## src/rtl/dmaring_pkg.sv

```systemverilog
package dmaring_pkg;
  localparam int unsigned GROUP_WORDS = 4;
  localparam int unsigned STAT_RD_LSB = 4;
  localparam int unsigned STAT_EMPTY  = 8;
  localparam int unsigned STAT_FULL   = 9;
  localparam int unsigned STAT_ERR    = 10;
  localparam int unsigned NOTIFY_BIT  = 16;
  localparam int unsigned CTRL_CLR    = 0;

  typedef enum logic [2:0] {
    SEL_DESC_PUSH = 3'd0,
    SEL_RPT_POP   = 3'd1,
    SEL_DESC_STAT = 3'd2,
    SEL_RPT_STAT  = 3'd3,
    SEL_CTRL      = 3'd4,
    SEL_RESIDUE   = 3'd5
  } reg_sel_e;
endpackage

```

## src/rtl/ring_slots.sv

```systemverilog
module ring_slots #(
  parameter int unsigned DEPTH   = 4,
  parameter int unsigned ENTRY_W = 128
) (
  input  logic                      clk,
  input  logic                      rst_n,
  input  logic                      clr,
  input  logic                      push,
  input  logic [ENTRY_W-1:0]        push_data,
  input  logic                      pop,
  input  logic                      err_set,
  input  logic                      err_clr,
  output logic [ENTRY_W-1:0]        head,
  output logic [$clog2(DEPTH)-1:0]  wr_ptr,
  output logic [$clog2(DEPTH)-1:0]  rd_ptr,
  output logic                      full,
  output logic                      empty,
  output logic                      err
);
  // DEPTH is expected to be a power of two so pointers wrap naturally.
  localparam int unsigned PTR_W = $clog2(DEPTH);

  logic [PTR_W-1:0]   wr_q, wr_d, rd_q, rd_d;
  logic               full_q, full_d, err_q, err_d;
  logic [ENTRY_W-1:0] slot_q [DEPTH];
  logic               empty_w, push_ok, pop_ok;

  assign empty_w = (wr_q == rd_q) && !full_q;
  assign push_ok = push && !full_q && !clr;
  assign pop_ok  = pop && !empty_w && !clr;

  always_comb begin
    wr_d   = wr_q;
    rd_d   = rd_q;
    full_d = full_q;
    err_d  = err_q;
    if (clr) begin
      wr_d   = '0;
      rd_d   = '0;
      full_d = 1'b0;
      err_d  = 1'b0;
    end else begin
      if (push_ok) wr_d = wr_q + PTR_W'(1);
      if (pop_ok)  rd_d = rd_q + PTR_W'(1);
      if (push_ok && !pop_ok && (wr_d == rd_q)) full_d = 1'b1;
      else if (pop_ok && !push_ok)              full_d = 1'b0;
      if (err_set || (push && full_q) || (pop && empty_w)) err_d = 1'b1;
      else if (err_clr)                                    err_d = 1'b0;
    end
  end

  always_ff @(posedge clk or negedge rst_n) begin
    if (!rst_n) begin
      wr_q   <= '0;
      rd_q   <= '0;
      full_q <= 1'b0;
      err_q  <= 1'b0;
    end else begin
      wr_q   <= wr_d;
      rd_q   <= rd_d;
      full_q <= full_d;
      err_q  <= err_d;
    end
  end

  always_ff @(posedge clk) begin
    if (push_ok) slot_q[wr_q] <= push_data;
  end

  assign head   = slot_q[rd_q];
  assign wr_ptr = wr_q;
  assign rd_ptr = rd_q;
  assign full   = full_q;
  assign empty  = empty_w;
  assign err    = err_q;
endmodule

```

## src/rtl/word_gather.sv

```systemverilog
module word_gather #(
  parameter int unsigned WORDS  = 4,
  parameter int unsigned WORD_W = 32
) (
  input  logic                      clk,
  input  logic                      rst_n,
  input  logic                      clr,
  input  logic                      wr,
  input  logic [WORD_W-1:0]         wdata,
  output logic [WORDS*WORD_W-1:0]   group,
  output logic                      group_done
);
  localparam int unsigned CNT_W = $clog2(WORDS);

  logic [CNT_W-1:0]  cnt_q, cnt_d;
  logic [WORD_W-1:0] held_q [WORDS-1];
  logic              last;

  assign last = (cnt_q == CNT_W'(WORDS - 1));

  always_comb begin
    cnt_d = cnt_q;
    if (clr)     cnt_d = '0;
    else if (wr) cnt_d = last ? '0 : cnt_q + CNT_W'(1);
  end

  always_ff @(posedge clk or negedge rst_n) begin
    if (!rst_n) cnt_q <= '0;
    else        cnt_q <= cnt_d;
  end

  always_ff @(posedge clk) begin
    if (wr && !last && !clr) held_q[cnt_q] <= wdata;
  end

  for (genvar g = 0; g < WORDS - 1; g++) begin : g_held
    assign group[g*WORD_W +: WORD_W] = held_q[g];
  end
  assign group[(WORDS-1)*WORD_W +: WORD_W] = wdata;

  assign group_done = wr && last && !clr;
endmodule

```

## src/rtl/word_pick.sv

```systemverilog
module word_pick #(
  parameter int unsigned WORDS  = 4,
  parameter int unsigned WORD_W = 32
) (
  input  logic                      clk,
  input  logic                      rst_n,
  input  logic                      clr,
  input  logic                      rd,
  input  logic                      avail,
  input  logic [WORDS*WORD_W-1:0]   entry,
  output logic [WORD_W-1:0]         word,
  output logic                      pop
);
  localparam int unsigned CNT_W = $clog2(WORDS);

  logic [CNT_W-1:0] cnt_q, cnt_d;
  logic             last, take;

  assign last = (cnt_q == CNT_W'(WORDS - 1));
  assign take = rd && avail && !clr;

  always_comb begin
    cnt_d = cnt_q;
    if (clr)       cnt_d = '0;
    else if (take) cnt_d = last ? '0 : cnt_q + CNT_W'(1);
  end

  always_ff @(posedge clk or negedge rst_n) begin
    if (!rst_n) cnt_q <= '0;
    else        cnt_q <= cnt_d;
  end

  assign word = avail ? entry[cnt_q*WORD_W +: WORD_W] : '0;
  assign pop  = take && last;
endmodule

```

## src/rtl/active_desc.sv

```systemverilog
module active_desc #(
  parameter int unsigned WORD_W     = 32,
  parameter int unsigned NOTIFY_BIT = 16
) (
  input  logic                  clk,
  input  logic                  rst_n,
  input  logic                  clr,
  input  logic                  load_req,
  input  logic                  head_avail,
  input  logic [4*WORD_W-1:0]   head,
  input  logic                  xfer_valid,
  input  logic [WORD_W-1:0]     xfer_bytes,
  output logic                  load_fire,
  output logic                  act_valid,
  output logic [2*WORD_W-1:0]   act_addr,
  output logic [WORD_W-1:0]     residue,
  output logic                  rpt_push,
  output logic [4*WORD_W-1:0]   rpt_entry,
  output logic                  desc_done
);
  logic                act_q, act_d, done_q, done_d;
  logic [WORD_W-1:0]   res_q, res_d, len_q, len_d, flags_q, flags_d;
  logic [2*WORD_W-1:0] addr_q, addr_d, total_q, total_d, total_adv;
  logic [WORD_W-1:0]   moved;
  logic                stepping, finish;

  assign load_fire = load_req && head_avail && !act_q && !clr;
  assign stepping  = act_q && xfer_valid && !clr;
  assign moved     = (xfer_bytes >= res_q) ? res_q : xfer_bytes;
  assign finish    = stepping && (xfer_bytes >= res_q);
  assign total_adv = total_q + (2*WORD_W)'(moved);
  assign rpt_push  = finish && flags_q[NOTIFY_BIT];
  assign rpt_entry = {flags_q, len_q, total_adv};

  always_comb begin
    act_d   = act_q;
    res_d   = res_q;
    len_d   = len_q;
    flags_d = flags_q;
    addr_d  = addr_q;
    total_d = total_q;
    done_d  = rpt_push;
    if (clr) begin
      act_d   = 1'b0;
      res_d   = '0;
      total_d = '0;
    end else if (load_fire) begin
      act_d   = 1'b1;
      addr_d  = head[0 +: 2*WORD_W];
      len_d   = head[2*WORD_W +: WORD_W];
      res_d   = head[2*WORD_W +: WORD_W];
      flags_d = head[3*WORD_W +: WORD_W];
    end else if (stepping) begin
      res_d   = res_q - moved;
      total_d = total_adv;
      if (finish) act_d = 1'b0;
    end
  end

  always_ff @(posedge clk or negedge rst_n) begin
    if (!rst_n) begin
      act_q   <= 1'b0;
      res_q   <= '0;
      len_q   <= '0;
      flags_q <= '0;
      addr_q  <= '0;
      total_q <= '0;
      done_q  <= 1'b0;
    end else begin
      act_q   <= act_d;
      res_q   <= res_d;
      len_q   <= len_d;
      flags_q <= flags_d;
      addr_q  <= addr_d;
      total_q <= total_d;
      done_q  <= done_d;
    end
  end

  assign act_valid = act_q;
  assign act_addr  = addr_q;
  assign residue   = res_q;
  assign desc_done = done_q;
endmodule

```

## src/rtl/dmaring_top.sv

```systemverilog
module dmaring_top
  import dmaring_pkg::*;
#(
  parameter int unsigned DEPTH  = 4,
  parameter int unsigned WORD_W = 32
) (
  input  logic                  clk,
  input  logic                  rst_n,
  input  logic                  sw_wr_en,
  input  logic                  sw_rd_en,
  input  logic [2:0]            sw_addr,
  input  logic [WORD_W-1:0]     sw_wdata,
  output logic [WORD_W-1:0]     sw_rdata,
  input  logic                  desc_load,
  output logic                  desc_ready,
  output logic                  act_valid,
  output logic [2*WORD_W-1:0]   act_addr,
  input  logic                  xfer_valid,
  input  logic [WORD_W-1:0]     xfer_bytes,
  output logic                  desc_done
);
  localparam int unsigned PTR_W   = $clog2(DEPTH);
  localparam int unsigned ENTRY_W = GROUP_WORDS * WORD_W;

  // reset: asserted asynchronously, released on the clock
  logic [1:0] rst_sync_q;
  logic       rst_n_s;
  always_ff @(posedge clk or negedge rst_n) begin
    if (!rst_n) rst_sync_q <= '0;
    else        rst_sync_q <= {rst_sync_q[0], 1'b1};
  end
  assign rst_n_s = rst_sync_q[1];

  // control register
  logic ring_clr, ctrl_d;
  always_comb begin
    ctrl_d = ring_clr;
    if (sw_wr_en && (sw_addr == SEL_CTRL)) ctrl_d = sw_wdata[CTRL_CLR];
  end
  always_ff @(posedge clk or negedge rst_n_s) begin
    if (!rst_n_s) ring_clr <= 1'b0;
    else          ring_clr <= ctrl_d;
  end

  // descriptor side
  logic               desc_wr, desc_push, desc_full, desc_empty, desc_err, desc_err_clr;
  logic [ENTRY_W-1:0] desc_group, desc_head;
  logic [PTR_W-1:0]   desc_wp, desc_rp;
  logic               load_fire;

  assign desc_wr      = sw_wr_en && (sw_addr == SEL_DESC_PUSH);
  assign desc_err_clr = sw_wr_en && (sw_addr == SEL_DESC_STAT) && sw_wdata[STAT_ERR];

  word_gather #(.WORDS(GROUP_WORDS), .WORD_W(WORD_W)) gather_i (
    .clk(clk), .rst_n(rst_n_s), .clr(ring_clr), .wr(desc_wr), .wdata(sw_wdata),
    .group(desc_group), .group_done(desc_push)
  );

  ring_slots #(.DEPTH(DEPTH), .ENTRY_W(ENTRY_W)) desc_ring_i (
    .clk(clk), .rst_n(rst_n_s), .clr(ring_clr), .push(desc_push), .push_data(desc_group),
    .pop(load_fire), .err_set(1'b0), .err_clr(desc_err_clr), .head(desc_head),
    .wr_ptr(desc_wp), .rd_ptr(desc_rp), .full(desc_full), .empty(desc_empty), .err(desc_err)
  );

  // active descriptor and residue
  logic [WORD_W-1:0]  residue;
  logic               rpt_push;
  logic [ENTRY_W-1:0] rpt_entry;

  active_desc #(.WORD_W(WORD_W), .NOTIFY_BIT(NOTIFY_BIT)) act_i (
    .clk(clk), .rst_n(rst_n_s), .clr(ring_clr), .load_req(desc_load), .head_avail(!desc_empty),
    .head(desc_head), .xfer_valid(xfer_valid), .xfer_bytes(xfer_bytes), .load_fire(load_fire),
    .act_valid(act_valid), .act_addr(act_addr), .residue(residue), .rpt_push(rpt_push),
    .rpt_entry(rpt_entry), .desc_done(desc_done)
  );

  assign desc_ready = !desc_empty && !act_valid;

  // report side
  logic               rpt_rd, rpt_pop, rpt_full, rpt_empty, rpt_err, rpt_err_clr, rpt_underrun;
  logic [ENTRY_W-1:0] rpt_head;
  logic [PTR_W-1:0]   rpt_wp, rpt_rp;
  logic [WORD_W-1:0]  rpt_word;

  assign rpt_rd       = sw_rd_en && (sw_addr == SEL_RPT_POP);
  assign rpt_underrun = rpt_rd && rpt_empty;
  assign rpt_err_clr  = sw_wr_en && (sw_addr == SEL_RPT_STAT) && sw_wdata[STAT_ERR];

  word_pick #(.WORDS(GROUP_WORDS), .WORD_W(WORD_W)) pick_i (
    .clk(clk), .rst_n(rst_n_s), .clr(ring_clr), .rd(rpt_rd), .avail(!rpt_empty),
    .entry(rpt_head), .word(rpt_word), .pop(rpt_pop)
  );

  ring_slots #(.DEPTH(DEPTH), .ENTRY_W(ENTRY_W)) rpt_ring_i (
    .clk(clk), .rst_n(rst_n_s), .clr(ring_clr), .push(rpt_push), .push_data(rpt_entry),
    .pop(rpt_pop), .err_set(rpt_underrun), .err_clr(rpt_err_clr), .head(rpt_head),
    .wr_ptr(rpt_wp), .rd_ptr(rpt_rp), .full(rpt_full), .empty(rpt_empty), .err(rpt_err)
  );

  // status words and read mux
  logic [WORD_W-1:0] desc_stat, rpt_stat;
  always_comb begin
    desc_stat                           = '0;
    desc_stat[PTR_W-1:0]                = desc_wp;
    desc_stat[STAT_RD_LSB +: PTR_W]     = desc_rp;
    desc_stat[STAT_EMPTY]               = desc_empty;
    desc_stat[STAT_FULL]                = desc_full;
    desc_stat[STAT_ERR]                 = desc_err;
    rpt_stat                            = '0;
    rpt_stat[PTR_W-1:0]                 = rpt_wp;
    rpt_stat[STAT_RD_LSB +: PTR_W]      = rpt_rp;
    rpt_stat[STAT_EMPTY]                = rpt_empty;
    rpt_stat[STAT_FULL]                 = rpt_full;
    rpt_stat[STAT_ERR]                  = rpt_err;
  end

  always_comb begin
    sw_rdata = '0;
    unique case (sw_addr)
      SEL_RPT_POP:   sw_rdata = rpt_word;
      SEL_DESC_STAT: sw_rdata = desc_stat;
      SEL_RPT_STAT:  sw_rdata = rpt_stat;
      SEL_CTRL:      sw_rdata = WORD_W'(ring_clr);
      SEL_RESIDUE:   sw_rdata = residue;
      default:       sw_rdata = '0;
    endcase
  end
endmodule

```

## config.mk

```make
export PLATFORM = sky130hd
export DESIGN_NAME = dmaring_top
export DESIGN_NICKNAME = d
export VERILOG_FILES = /design/src/rtl/dmaring_pkg.sv /design/src/rtl/ring_slots.sv /design/src/rtl/word_gather.sv /design/src/rtl/word_pick.sv /design/src/rtl/active_desc.sv /design/src/rtl/dmaring_top.sv
export SDC_FILE = /design/constraint.sdc
export NUM_CORES = 1
export LEC_CHECK = 0
export BUFFER_PORTS_ARGS = -buffer_cell sky130_fd_sc_hd__buf_4
export CAP_MARGIN = 15
export CORE_UTILIZATION = 55
export DETAILED_ROUTE_END_ITERATION = 8
export HOLD_SLACK_MARGIN = 0.03
export PLACE_DENSITY_LB_ADDON = 0.25
export SLEW_MARGIN = 25
export SYNTH_ARGS = -nofsm -noshare
export SYNTH_HDL_FRONTEND = slang
export SYNTH_SLANG_ARGS = --single-unit
export TNS_END_PERCENT = 5
```

## constraint.sdc

```tcl
create_clock -name clk -period 7.8 [get_ports clk]
set_input_delay 0.78 -clock clk [delete_from_list [all_inputs] [get_ports clk]]
set_output_delay 0.78 -clock clk [all_outputs]
set_load 0.05 [all_outputs]
```

==> run_results.csv, run 1 <==
group,metric,value,unit
logic_synthesis,async_flop_share,17.9,%
sta,finalCritPeriodShare,85.8,%
sta,fmax,149,MHz
critical_path,worstPathRequired,8.32,ns
power_and_ir_drop,power_frac_clock,39.3,%
die,die-width,323,um
route,drt-total-wl,135000,um
cts,clockBufferDepth,3,
critical_path,crit_type,"flop to flop",
route,m1WireLength,58100,um
logic_synthesis,ys_seq_area_share,70.1,%
power_and_ir_drop,vdd_ir_drop_max,219,uV
route,top_layer_used,"met5",
sta,grt_setup_unrepaired,"no",
sta,fin_crit,6.69,ns
finish,filler_cell_count,7172,
power_and_ir_drop,pwr-share-comb,8.9,%
logic_synthesis,syn-num-nets,3653,
cts,h-tree-depth,4,
cts,cts_sinks,1365,
flow_run,max_cap_violations,0,
cts,cts_hold_buf,1,
route,drtIter0Drc,3485,
finish,fin_cells,5134,
sta,slew_viol_final,0,
cts,cts_tree,"yes",
critical_path,crit_fanout,45,
sta,slew_headroom,27.6,%
logic_synthesis,synthFlopType,"edfxtp_1",
logic_synthesis,synth-seq-cells,1365,
place,place_congestion,0.919,
critical_path,crit_arrival,7.21,ns
place,detailedPlacementHpwl,84400,um
cts,post_cts_resized,0,
cts,clkTransAtPathRegs,0.06,ns
cts,cts_setup_buffers,0,
critical_path,worst_setup_path_start_kind,"flop",
global_route,grt_pass1_wl,201000,um
route,drtAntennaViolNets,0,
finish,drive_above_1_share,20.6,%
route,wl_met3,9930,um
sta,finalHoldViolCount,0,
die,num_io_pins,172,
place,placedCellCount,4877,
logic_synthesis,netlist-cell-type-count,77,
sta,finalSetupViolCount,0,
global_route,grt_pass1_vias,31300,
die,fp.dieArea,104000,um^2
sta,fin_skew,0.0233,ns
power_and_ir_drop,p_switching,0.00410,W
route,wl_met2,63500,um
die,core-area,102000,um^2
finish,diodes,0,
cts,insertion_delay,0.75,ns
finish,syn_to_final_growth,13.1,%
route,drc,0,
global_route,grt_usage,26.3,%
sta,fin_tns_setup,0,ns
min_path,hp-class,"input pin to flop",
route,routed-via-count,31700,
die,start_util,55.6,%
power_and_ir_drop,p_leak,22.9,nW
global_route,grt_max_degree,153,
global_route,antenna_found_initial,2,
die,rows,117,
route,drtPass1Iterations,6,
power_and_ir_drop,sw_frac_of_total,24.7,%
critical_path,reg2reg_depth,19,
cts,root_buffer,"clkbuf_16",
power_and_ir_drop,intPower,0.0125,W
min_path,hold-path-cell-count,1,
cts,cts_buffers,138,
run_status,outcome,"completed",
logic_synthesis,synth_area,56700,um^2
power_and_ir_drop,powerDensity,259,nW/um^2
die,die_h,323,um
finish,fin_util,62.8,%
critical_path,endpoint_kind,"flop",
route,via_per_inst,6.18,
global_route,overflow,0,
route,wl_per_cell,26.3,um
power_and_ir_drop,seqPwrFrac,51.8,%
logic_synthesis,netlist_instances,3470,
sta,worstMarginPinSlew,1.09,ns
logic_synthesis,syn_avg_cell_area,16.3,um^2
finish,fin_nets,3834,
logic_synthesis,ys_warn_count,0,
logic_synthesis,synth_edf_count,1120,
place,io_buffers,171,
per-layer routing:
layer  up-vias  track usage, %
met5         -               0
li1      13800               -
met1     16400            39.3
met4         4            7.92
met3       194            4.26
met2      1314            40.2
registers in the layout (all words and copies together), names as in the netlist:
signal and count:
desc_ring_i.slot_q 512, desc_ring_i.rd_ptr 2, desc_ring_i.wr_ptr 2, rpt_ring_i.slot_q 512, rpt_ring_i.err 1, act_i.len_q 32, desc_ring_i.full 1, act_i.act_valid 1
rst_sync_q 2, pick_i.cnt_q 2, act_i.act_addr 64, act_i.desc_done 1, act_i.total_q 64, act_i.flags_q 32, act_i.residue 32, ring_clr 1
rpt_ring_i.wr_ptr 2, gather_i.cnt_q 2, gather_i.held_q 96, desc_ring_i.err 1, rpt_ring_i.rd_ptr 2, rpt_ring_i.full 1
cell type report:
class	instances	area (um^2)	share of cell area (%)
clock buffers	194	3980	6.21
clock inverters	61	515	0.804
inverters	96	360	0.562
multi-input cells	1832	16000	24.9
flip-flops and latches	1365	39800	62.0
well taps	1368	1710	2.67
repair buffers	218	1780	2.78
logic make-up (layout without fill, tap and decap cells):
family / after synthesis / in the layout / synth area share, %
flops: 1365 / 1365 / 70.1
simple gates: 863 / 863 / 6.84
compound gates: 457 / 457 / 5.42
mux: 321 / 321 / 12.1
buf+inv: 273 / 569 / 1.87
fa+ha+maj: 110 / 110 / 2.45
xor+xnor: 80 / 80 / 1.24
other cells: 1 / 1 / 0.00661
stage by stage:
stage                     setup slack (ns)  power (W)  instance area [um^2]  hold WS [ns]
after CTS                             1.20     0.0167                 64100         0.242
after floorplan                      0.467    0.00961                 56700         0.331
after global routing                 0.710     0.0171                 64100         0.261
after global placement                1.15     0.0102                 59600         0.337
after detailed placement             0.918     0.0102                 59600         0.344
final                                 1.11     0.0166                 64100         0.286
final timing paths:
| path | endpoint | slack, ns | startpoint |
|---|---|---|---|
| min | gather_i.held_q[1][31] | 0.29 | sw_wdata[31] |
| min reg2reg | rpt_ring_i.err | 0.31 | rst_sync_q[1] |
| max reg2reg | rpt_ring_i.slot_q[0][50] | 1.11 | act_i.residue[9] |
| min in group asynchronous | rpt_ring_i.err | 0.31 | rst_sync_q[1] |
| max in group asynchronous | act_i.act_addr[22] | 5.68 | rst_sync_q[1] |
| max | rpt_ring_i.slot_q[0][50] | 1.11 | act_i.residue[9] |
power by group through the flow:
stage / logic [W] / clock network, W / registers, W
after floorplan: 0.000539 / 0 / 0.00907
after global placement: 0.00145 / 0 / 0.00872
after detailed placement: 0.00148 / 0 / 0.00873
after CTS: 0.00149 / 0.00661 / 0.00859
after global routing: 0.00160 / 0.00686 / 0.00863
final: 0.00149 / 0.00652 / 0.00860
cells in the final DEF, fill, tap and decap left out, drive strengths merged, types with 15 or more instances in the layout:
cell	instances
edfxtp	1120
nand2	454
mux4	288
dfrtp	245
buf	217
clkbuf	194
nor2	135
a21oi	132
ha	108
inv	104
a21o	73
o21ai	62
nor3	46
xnor2	43
nand3	42
clkinv	41
and3	39
xor2	37
nor2b	33
a22o	26
and2	23
o31ai	22
mux2	20
a211oi	19
nand4	18
o211ai	15
critical path, stage by stage, from the launching register on:
cell	delay [ns]
dfrtp_1	0.53
inv_1	0.11
ha_1	0.31
a21oi_1	0.15
o21ai_0	0.13
nor4_1	0.46
o21ai_0	0.33
a211oi_4	0.68
buf_4	0.51
nor2_1	0.08
a21o_1	0.18
ha_1	0.40
nor2_1	0.11
o31ai_2	0.39
nand2_1	0.09
a211o_1	0.36
a21oi_2	0.34
o31a_1	0.71
o21ai_0	0.21
xnor2_1	0.34
synthesized netlist by cell type (all sizes together), types with 15 or more instances:
| library cell | instances | share of area (%) |
|---|---|---|
| a21o | 73 | 0.97 |
| mux2 | 20 | 0.40 |
| dfrtp | 245 | 11 |
| nand2 | 454 | 3.0 |
| a211oi | 19 | 0.25 |
| and3 | 39 | 0.43 |
| nor2 | 135 | 0.89 |
| and2 | 23 | 0.25 |
| buf | 52 | 0.41 |
| o21ai | 62 | 0.57 |
| mux4 | 288 | 11 |
| nand3 | 42 | 0.37 |
| ha | 108 | 2.4 |
| xnor2 | 43 | 0.66 |
| a22o | 26 | 0.40 |
| nand4 | 18 | 0.20 |
| o31ai | 22 | 0.30 |
| edfxtp | 1120 | 59 |
| inv | 96 | 0.64 |
| clkbuf | 125 | 0.83 |
| nor2b | 33 | 0.36 |
| o211ai | 15 | 0.20 |
| a21oi | 132 | 1.2 |
| nor3 | 46 | 0.41 |
| xor2 | 37 | 0.57 |
(Power assumes the default switching activity.)
==> run 2, diff against run 1 <==
Clock period 7.8 ns to 7.2 ns, I/O delays scaled along.
==> run 2 against run 1 <==
Net effect: register-to-register slack got worse by 0.27 ns; sequential share of layout area fell by 0.20 points; critical path depth unchanged; global-route usage is 0.10 points lower; sequential power up 8.1%; non-clock buffer count rose by 9; combinational power increased by 8%; maximum frequency grew 5.1%; clock power grew 11%; largest cell class unchanged; highest routed layer is now met4.
==> run_results.csv, run 2 (synthesis gave the netlist of run 1 again) <==
group,metric,value,unit
cts,clkTransAtPathRegs,0.06,ns
die,die_h,323,um
finish,syn_to_final_growth,13.4,%
global_route,grt_usage,26.2,%
sta,finalHoldViolCount,0,
route,drtIter0Drc,3479,
sta,fin_crit,6.37,ns
cts,cts_buffers,138,
power_and_ir_drop,p_leak,23.0,nW
route,drtPass1Iterations,5,
route,wl_per_cell,26.1,um
finish,diodes,0,
min_path,hold-path-cell-count,1,
sta,worstMarginPinSlew,1.05,ns
global_route,grt_pass1_wl,201000,um
finish,drive_above_1_share,20.5,%
sta,grt_setup_unrepaired,"no",
critical_path,crit_fanout,58,
critical_path,worstPathRequired,7.73,ns
finish,fin_nets,3843,
critical_path,slowest_stage,"o31a_1",
route,routed-via-count,31800,
critical_path,reg2reg_depth,19,
critical_path,crit_arrival,6.90,ns
critical_path,worst_setup_path_start_kind,"flop",
critical_path,crit_cells,19,
power_and_ir_drop,vdd_ir_drop_max,297,uV
die,fp.dieArea,104000,um^2
global_route,grt_max_degree,129,
route,via_per_inst,6.18,
place,io_buffers,171,
critical_path,crit_chain,"inv_1, ha_1, nor2b_1, nor4_1, nor4_1, buf_4, a211oi_4, buf_12, nor2_1, a21o_1, ha_1, nor2_1, o31ai_2, nand2_1, a211o_1, a21oi_2, o31a_1, o2111ai_1, xnor2_1",
die,rows,117,
cts,h-tree-depth,4,
cts,root_buffer,"clkbuf_16",
finish,top_regs,"desc_ring_i.slot_q (512), rpt_ring_i.slot_q (512), gather_i.held_q (96)",
route,drt-total-wl,134000,um
cts,cts_tree,"yes",
finish,final_common_cell,"edfxtp_1",
critical_path,rrSetupSlack,0.83,ns
min_path,hp-class,"input pin to flop",
die,core-area,102000,um^2
power_and_ir_drop,powerDensity,282,nW/um^2
critical_path,endpoint_kind,"flop",
route,drc,0,
critical_path,critPathTopFamily,"compound AO/OA/AOI/OAI gates",
route,drtAntennaViolNets,0,
die,die-width,323,um
flow_run,max_cap_violations,0,
sta,slew_viol_final,0,
power_and_ir_drop,p_switching,0.00447,W
cts,clockBufferDepth,3,
cts,post_cts_resized,0,
sta,fmax,157,MHz
power_and_ir_drop,pwr-share-comb,8.9,%
finish,mostFrequentLayoutCells,"edfxtp_1 (1120), nand2_1 (452), mux4_2 (288), dfrtp_1 (238), buf_4 (211)",
sta,fin_tns_setup,0,ns
run_status,outcome,"completed",
power_and_ir_drop,seqPwrFrac,51.3,%
global_route,grt_pass1_vias,31400,
cts,insertion_delay,0.75,ns
sta,finalCritPeriodShare,88.4,%
sta,slew_headroom,30.0,%
power_and_ir_drop,intPower,0.0137,W
global_route,overflow,0,
global_route,antenna_found_initial,5,
die,num_io_pins,172,
die,start_util,55.6,%
critical_path,cpPeakStageDelay,0.75,ns
cts,cts_sinks,1365,
place,place_congestion,0.933,
sta,fin_skew,0.0343,ns
sta,finalSetupViolCount,0,
critical_path,path_buf_inv,3,
place,detailedPlacementHpwl,83600,um
power_and_ir_drop,power_frac_clock,39.8,%
power_and_ir_drop,sw_frac_of_total,24.7,%
critical_path,crit_type,"flop to flop",
sta,holdWs,0.210,ns
run 2: cell types whose count changed in the layout (fill, tap and decap cells not counted), sizes merged:
cell / delta
clkbuf: -12
inv: -1
clkinvlp: -4
buf: +9
clkinv: +9
bufinv: +7
run 2: worst paths after layout:
check                                   from                       end
min reg2reg                    rst_sync_q[1]         gather_i.cnt_q[1]
min                             sw_wdata[27]    gather_i.held_q[1][27]
max reg2reg                act_i.residue[14]  rpt_ring_i.slot_q[2][52]
max                        act_i.residue[14]  rpt_ring_i.slot_q[2][52]
max in group asynchronous      rst_sync_q[1]     desc_ring_i.rd_ptr[1]
min in group asynchronous      rst_sync_q[1]         gather_i.cnt_q[1]
run 2: repair_timing:
item / in CTS / in global routing
hold endpoints to repair: 2 / 0
buffers inserted: 0 / 0
hold buffers: 1 / 0
run 2: worst register-to-register path, delay by kind of cell (launching register included):
| family | cells | cell delay, ns |
|---|---|---|
| compound gates | 7 | 2.87 |
| xor+xnor | 1 | 0.33 |
| fa+ha+maj | 2 | 0.70 |
| buf+inv | 3 | 0.61 |
| flops | 1 | 0.53 |
| simple gates | 6 | 1.11 |
run 2: final cells by class:
cell class / instances / area [um^2]
Clock buffer: 182 / 3770
Tap cell: 1368 / 1710
Timing Repair Buffer: 227 / 1900
Fill cell: 7171 / 37700
Inverter: 96 / 360
Clock inverter: 72 / 830
Sequential cell: 1365 / 39800
Multi-Input combinational cell: 1832 / 16000
run 2: power by group through the flow:
stage	combinational, W	clock, W	sequential [W]
2_1_floorplan	0.000584	0	0.00982
5_1_grt	0.00172	0.00761	0.00934
6_report	0.00161	0.00722	0.00930
3_3_place_gp	0.00156	0	0.00944
3_5_place_dp	0.00159	0	0.00945
4_1_cts	0.00161	0.00733	0.00930
run 2: metal layers:
metal	GRT usage (%)	vias to the layer above	wire length, um	share of wire (%)
li1	-	13800	-	-
met1	39.6	16400	58200	43
met2	39.4	1397	62100	46
met3	4.60	195	10700	7.9
met4	7.63	0	3270	2.4
met5	0	-	0	0
run 2: per-stage QoR:
| stage | util, % | cells | power [W] | cell area [um^2] | setup WS [ns] |
|---|---|---|---|---|---|
| 3_5_place_dp | 58.5 | 4886 | 0.0110 | 59700 | 0.554 |
| 3_3_place_gp | 58.5 | 4886 | 0.0110 | 59700 | 0.743 |
| 5_1_grt | 63.0 | 5142 | 0.0187 | 64300 | 0.484 |
| 2_1_floorplan | - | 3470 | 0.0104 | 56700 | 1.29 |
| 4_1_cts | 63.0 | 5141 | 0.0182 | 64300 | 0.849 |
| 6_report | 63.0 | 5142 | 0.0181 | 64300 | 0.833 |
